### config.mk
export PLATFORM = sky130hd
export DESIGN_NAME = carrier_phase_err
export DESIGN_NICKNAME = d
export VERILOG_FILES = /design/src/rtl/cped_pkg.sv /design/src/rtl/cped_ctrl.sv /design/src/rtl/cped_datapath.sv /design/src/rtl/carrier_phase_err.sv
export SDC_FILE = /design/constraint.sdc
export NUM_CORES = 1
export LEC_CHECK = 0
export ABC_CLOCK_PERIOD_IN_PS = 5300
export CAP_MARGIN = 20
export CORE_MARGIN = 4
export CORE_UTILIZATION = 40
export CTS_BUF_LIST = sky130_fd_sc_hd__clkbuf_4 sky130_fd_sc_hd__clkbuf_8 sky130_fd_sc_hd__clkbuf_16
export CTS_CLUSTER_DIAMETER = 50
export DETAILED_ROUTE_END_ITERATION = 8
export DONT_BUFFER_PORTS = 1
export PLACE_DENSITY = 0.59
export SYNTH_ARGS = -nofsm -noshare
export SYNTH_HDL_FRONTEND = slang
export SYNTH_SLANG_ARGS = --single-unit
### constraint.sdc
create_clock -name clk -period 5.3 [get_ports clk]
set_clock_uncertainty 0.1 [all_clocks]
set_input_delay 1.325 -clock clk [delete_from_list [all_inputs] [get_ports clk]]
set_output_delay 1.325 -clock clk [all_outputs]
set_load 0.03 [all_outputs]
### src/rtl/cped_pkg.sv
package cped_pkg;
  // Strobes sent from the sequencing logic to the arithmetic path
  typedef struct packed {
    logic capture;   // load the result register this cycle
    logic clear;     // force the result register to zero
  } cpedStrobe_t;
endpackage

### src/rtl/cped_ctrl.sv
module cped_ctrl
  import cped_pkg::*;
(
  input  logic        clk,
  input  logic        rstN,
  input  logic        phaseValid,
  output cpedStrobe_t strobes,
  output logic        errValid
);
  always_comb begin
    strobes.clear   = !rstN;
    strobes.capture = rstN && phaseValid;
  end

  always_ff @(posedge clk) begin
    if (!rstN) errValid <= 1'b0;
    else       errValid <= phaseValid;
  end
endmodule

### src/rtl/cped_datapath.sv
module cped_datapath
  import cped_pkg::*;
#(
  parameter int PHASE_W = 16,
  parameter int ROT_W   = 4,
  parameter int GAIN_W  = 2
) (
  input  logic               clk,
  input  cpedStrobe_t        strobes,
  input  logic [PHASE_W-1:0] phaseIn,
  input  logic [ROT_W-1:0]   rotCode,
  input  logic [GAIN_W-1:0]  gainSel,
  output logic [PHASE_W-1:0] errOut
);
  localparam int PadW = PHASE_W - ROT_W;

  logic [PHASE_W-1:0] rotAligned;
  logic [PHASE_W-1:0] rotated;
  logic [PHASE_W-1:0] stage [GAIN_W+1];

  // Rotation sits on the top bits; the natural overflow of the sum gives the modulo-2π wrap
  assign rotAligned = {rotCode, {PadW{1'b0}}};
  assign rotated    = phaseIn + rotAligned;
  assign stage[0]   = rotated;

  // Logarithmic shifter: stage k shifts by 2^k when gain bit k is set
  for (genvar k = 0; k < GAIN_W; k++) begin : g_shift
    assign stage[k+1] = gainSel[k] ? (stage[k] << (1 << k)) : stage[k];
  end

  always_ff @(posedge clk) begin
    if (strobes.clear)        errOut <= '0;
    else if (strobes.capture) errOut <= stage[GAIN_W];
  end
endmodule

### src/rtl/carrier_phase_err.sv
module carrier_phase_err
  import cped_pkg::*;
#(
  parameter int PHASE_W = 16,
  parameter int ROT_W   = 4,
  parameter int GAIN_W  = 2
) (
  input  logic               clk,
  input  logic               rstN,
  input  logic               phaseValid,
  input  logic [PHASE_W-1:0] phaseIn,
  input  logic [ROT_W-1:0]   rotCode,
  input  logic [GAIN_W-1:0]  gainSel,
  output logic               errValid,
  output logic [PHASE_W-1:0] errOut
);
  cpedStrobe_t strobes;

  cped_ctrl u_ctrl (
    .clk       (clk),
    .rstN      (rstN),
    .phaseValid(phaseValid),
    .strobes   (strobes),
    .errValid  (errValid)
  );

  cped_datapath #(
    .PHASE_W(PHASE_W),
    .ROT_W  (ROT_W),
    .GAIN_W (GAIN_W)
  ) u_dp (
    .clk    (clk),
    .strobes(strobes),
    .phaseIn(phaseIn),
    .rotCode(rotCode),
    .gainSel(gainSel),
    .errOut (errOut)
  );
endmodule

==> impl_summary.log <==
[metrics] detailed router's first-iteration violation count: 46
[metrics] Post-synth ARST share: 0%
[metrics] worst hold slack across all endpoints: about 0.55 ns
[metrics] final count of pins violating max slew: 0
[metrics] maximum number of pins on one net before global-route repair: 25
[metrics] final routed DRC violation total: 0
[metrics] Crit path arrival time: 2.74 ns
[metrics] Worst Hold Depth: 2
[metrics] Least-Margin Pin Slew: about 0.35 ns
[metrics] number of setup buffers added after CTS: 0
[metrics] result of the run: complete, no violations
[metrics] vias in the first global route: just under 900
[metrics] cell mode on critical path: inv_1
[metrics] post-cts sizing count: 0
[metrics] Num CTS Buffers: 3
[metrics] synthesized instance count: ~110
[metrics] shortest period the worst path allows: 2.64 ns
[metrics] number of buffers added to fix hold violations after cts: 0
[metrics] placeable core region: roughly 2800 um^2
[metrics] height of the chip: ~62 um
[metrics] stage delay of the slowest cell on the critical path: 0.50 ns
[metrics] Hold WC Path Type: reg2reg
[metrics] startpoint of the worst register-to-register path: u_dp.errOut[12]$_SDFFE_PN0P_
[metrics] startpoint of the worst hold path: u_dp.errOut[14]$_SDFFE_PN0P_
[metrics] top routing layer in use: met4
[metrics] Netlist cell types: 31
[metrics] CP cell instances: ha_1 -> inv_1 -> fa_1 -> inv_1 -> mux4_1 -> mux2i_1 -> nor2b_1
[metrics] power density over cell area: about 250 nW/um^2
[metrics] top post-synthesis cells by count: mux2i_1 (26), dfxtp_1 (17), nor2b_1 (16)
[metrics] total number of vias: ~810
[metrics] cell accounting for the most synthesized area: dfxtp_1
[metrics] maximum operating frequency: approximately 0.38 GHz
[metrics] crit path kind: in2reg
[metrics] cell family with most CP delay: adder cells
[metrics] antenna fix cells: 0
[metrics] static leakage: just over 0.5 nW
[metrics] Most used DFF post-synth: dfxtp_1
[metrics] Synthesis Warnings: 0
[metrics] gpl congestion: 0.751
[metrics] crit-path max FO: 2
[metrics] share of final-layout standard cells stronger than drive strength 1: 6.42%
[metrics] number of synthesized register bits: 17
[metrics] unrepaired setup endpoints after global routing: false
[metrics] Post-DRT Antenna Nets: 0
[metrics] summed negative setup slack over all endpoints: 0 ns
[metrics] cell type of the slowest stage on the worst timing path: fa_1
[metrics] total of endpoints with negative setup slack in the final report: 0
[metrics] worst-case hold path end point: u_dp.errOut[14]$_SDFFE_PN0P_
[metrics] Die Area: ~3800 um^2
[metrics] kind of capture point of the worst setup path: flop
[metrics] area growth from synthesis to final layout: -2.15%
[metrics] tightest slew margin relative to the limit: between 70% and 80%
[metrics] Worst Setup Start Kind: input pin
[metrics] syn_area_per_cell: around 10 um^2
[metrics] finished layout cell area: between 1000 and 1500 um^2
[metrics] initial antenna violation count: 0
[metrics] Max Root-Sink Buffers: 2
[metrics] detailed placement HPWL: between 1.5 and 2 mm
[metrics] Fillers: between 200 and 300
[metrics] starting utilization of the core area: between 40% and 50%
[metrics] Synth Cell Area: 1160 um^2
[metrics] sequential fraction of the synthesis area: ~29%
[metrics] Placement Cell Area: between 1000 and 1500 um^2
[metrics] TritonCTS sink count: 17
[metrics] final period utilization: between 40% and 50%
[metrics] post-detailed-route wirelength per cell: roughly 17 um
[metrics] vias per inst: about 5.8
[metrics] GR Util All Layers: around 14%
[metrics] total congestion overflow: 0
[metrics] met3 routed wirelength: between 200 and 250 um
[metrics] count of max-cap constraint violations: 0
[metrics] Top Ports: between 40 and 50
[metrics] first-pass detailed-route iteration total: 3
[metrics] area share of the largest cell type after synthesis: 29.2%
[metrics] number of flops mapped to enable cells by yosys: 0
[metrics] Crit path buffers/inverters: 2
[metrics] Die X: roughly 62 um
[metrics] top cells by area in the synthesized netlist: dfxtp_1 (29%), mux2i_1 (22%), nor2b_1 (8.6%), mux4_1 (6.8%), buf_6 (3.9%)
[metrics] reg-to-reg slack, setup: 4.29 ns
[metrics] H-tree depth: 1
[metrics] worst skew pair latency: approximately 0.29 ns
[metrics] met2 layer wire length in the routed design: around 1.2 mm
[metrics] data required time of the worst path: 5.40 ns
[metrics] Hold Vio Cnt, Final: 0
[metrics] most frequent cell after synthesis: mux2i_1
[metrics] net count of the mapped netlist: ~140
[metrics] global-route wire length before repair: 3.87 mm
[metrics] clock-pin slew of the registers on the worst-case setup and hold paths: 0.10 ns
[metrics] clock tree from TritonCTS: done
[metrics] Worst Reg2Reg Path Length in Cells: 3
[metrics] met1 routed wirelength after detailed routing: around 900 um
[metrics] worst IR drop on VDD: between 100 and 150 uV
[metrics] destination of the worst register-to-register timing path: u_dp.errOut[12]$_SDFFE_PN0P_
[metrics] Site Rows: 19
[metrics] number of nets at the end of the flow: about 140
[metrics] Port Buffer Count: 0
[metrics] cell at the root of the clock tree: clkbuf_4
[metrics] Detailed Route WL: ~2.4 mm
[cell usage in the layout, fill, tap and decap left out, drive strengths merged, types with 2 or more instances in the layout]
master	instances
mux2i	26
dfxtp	17
nor2b	16
nand2	7
inv	6
a31oi	4
clkbuf	4
mux4	3
ha	3
o211ai	2
and2	2
xor2	2
nand3	2
a21oi	2
a211o	2
[per-layer routing]
metal / vias up / GRT usage [%]
li1: 392 / -
met1: 384 / 14.5
met2: 32 / 25.1
met3: 5 / 3.51
met4: 0 / 9.09
met5: - / 0
[worst max-delay path by stage]
| stage | from | end | slack, ns | depth (start not counted) |
|---|---|---|---|---|
| 3_3_place_gp | phaseIn[12] | u_dp.errOut[13]$_SDFFE_PN0P_ | 2.38 | 7 |
| 5_1_grt | phaseIn[12] | u_dp.errOut[13]$_SDFFE_PN0P_ | 2.61 | 7 |
| 6_report | phaseIn[12] | u_dp.errOut[13]$_SDFFE_PN0P_ | 2.66 | 7 |
| 3_5_place_dp | phaseIn[12] | u_dp.errOut[13]$_SDFFE_PN0P_ | 2.32 | 7 |
| 2_1_floorplan | phaseIn[12] | u_dp.errOut[13]$_SDFFE_PN0P_ | 2.40 | 7 |
| 4_1_cts | phaseIn[12] | u_dp.errOut[13]$_SDFFE_PN0P_ | 2.66 | 7 |
[cell type report]
type	instances	area, um^2	area share (%)
multi-input combinational	82	707	62.1
sequential	17	340	29.9
tap	31	38.8	3.41
clock buffer	4	30.0	2.64
inverter	6	22.5	1.98
[logic make-up after synthesis]
family | count (synthesis) | share of synthesized area (%)
buf+inv | 15 | 10.0
flops | 17 | 29.2
fa+ha+maj | 4 | 4.95
simple gates | 31 | 14.9
xor+xnor | 2 | 1.51
mux | 29 | 29.1
compound gates | 16 | 10.2
[sequential cells by signal, summed over array words and instances (netlist names)]
signal and flops:
u_ctrl.errValid 1, u_dp.errOut 16
[where the power goes]
| group | switching (W) | total [W] | internal [W] | leakage (nW) |
|---|---|---|---|---|
| Sequential | 0.0000239 | 0.000161 | 0.000137 | 0.140 |
| Clock | 0.0000415 | 0.0000759 | 0.0000344 | 0.0184 |
| Combinational | 0.0000188 | 0.0000479 | 0.0000291 | 0.350 |
| Total | 0.0000841 | 0.000285 | 0.000200 | 0.509 |
[stage by stage]
stage	cells	setup slack, ns	util (%)	power, W
final	140	2.66	41.3	0.000285
after detailed placement	136	2.32	40.2	0.000213
after floorplan	114	2.40	-	0.000218
after global placement	136	2.38	40.2	0.000211
after CTS	140	2.66	41.3	0.000291
after global routing	140	2.61	41.3	0.000305
[worst reg2reg max path: cells and delay by family (launching register included)]
kind | cells | cell delay [ns]
simple gates | 2 | 0.28
compound gates | 1 | 0.05
flops | 1 | 0.53
Power figures use the tool's default switching activity.
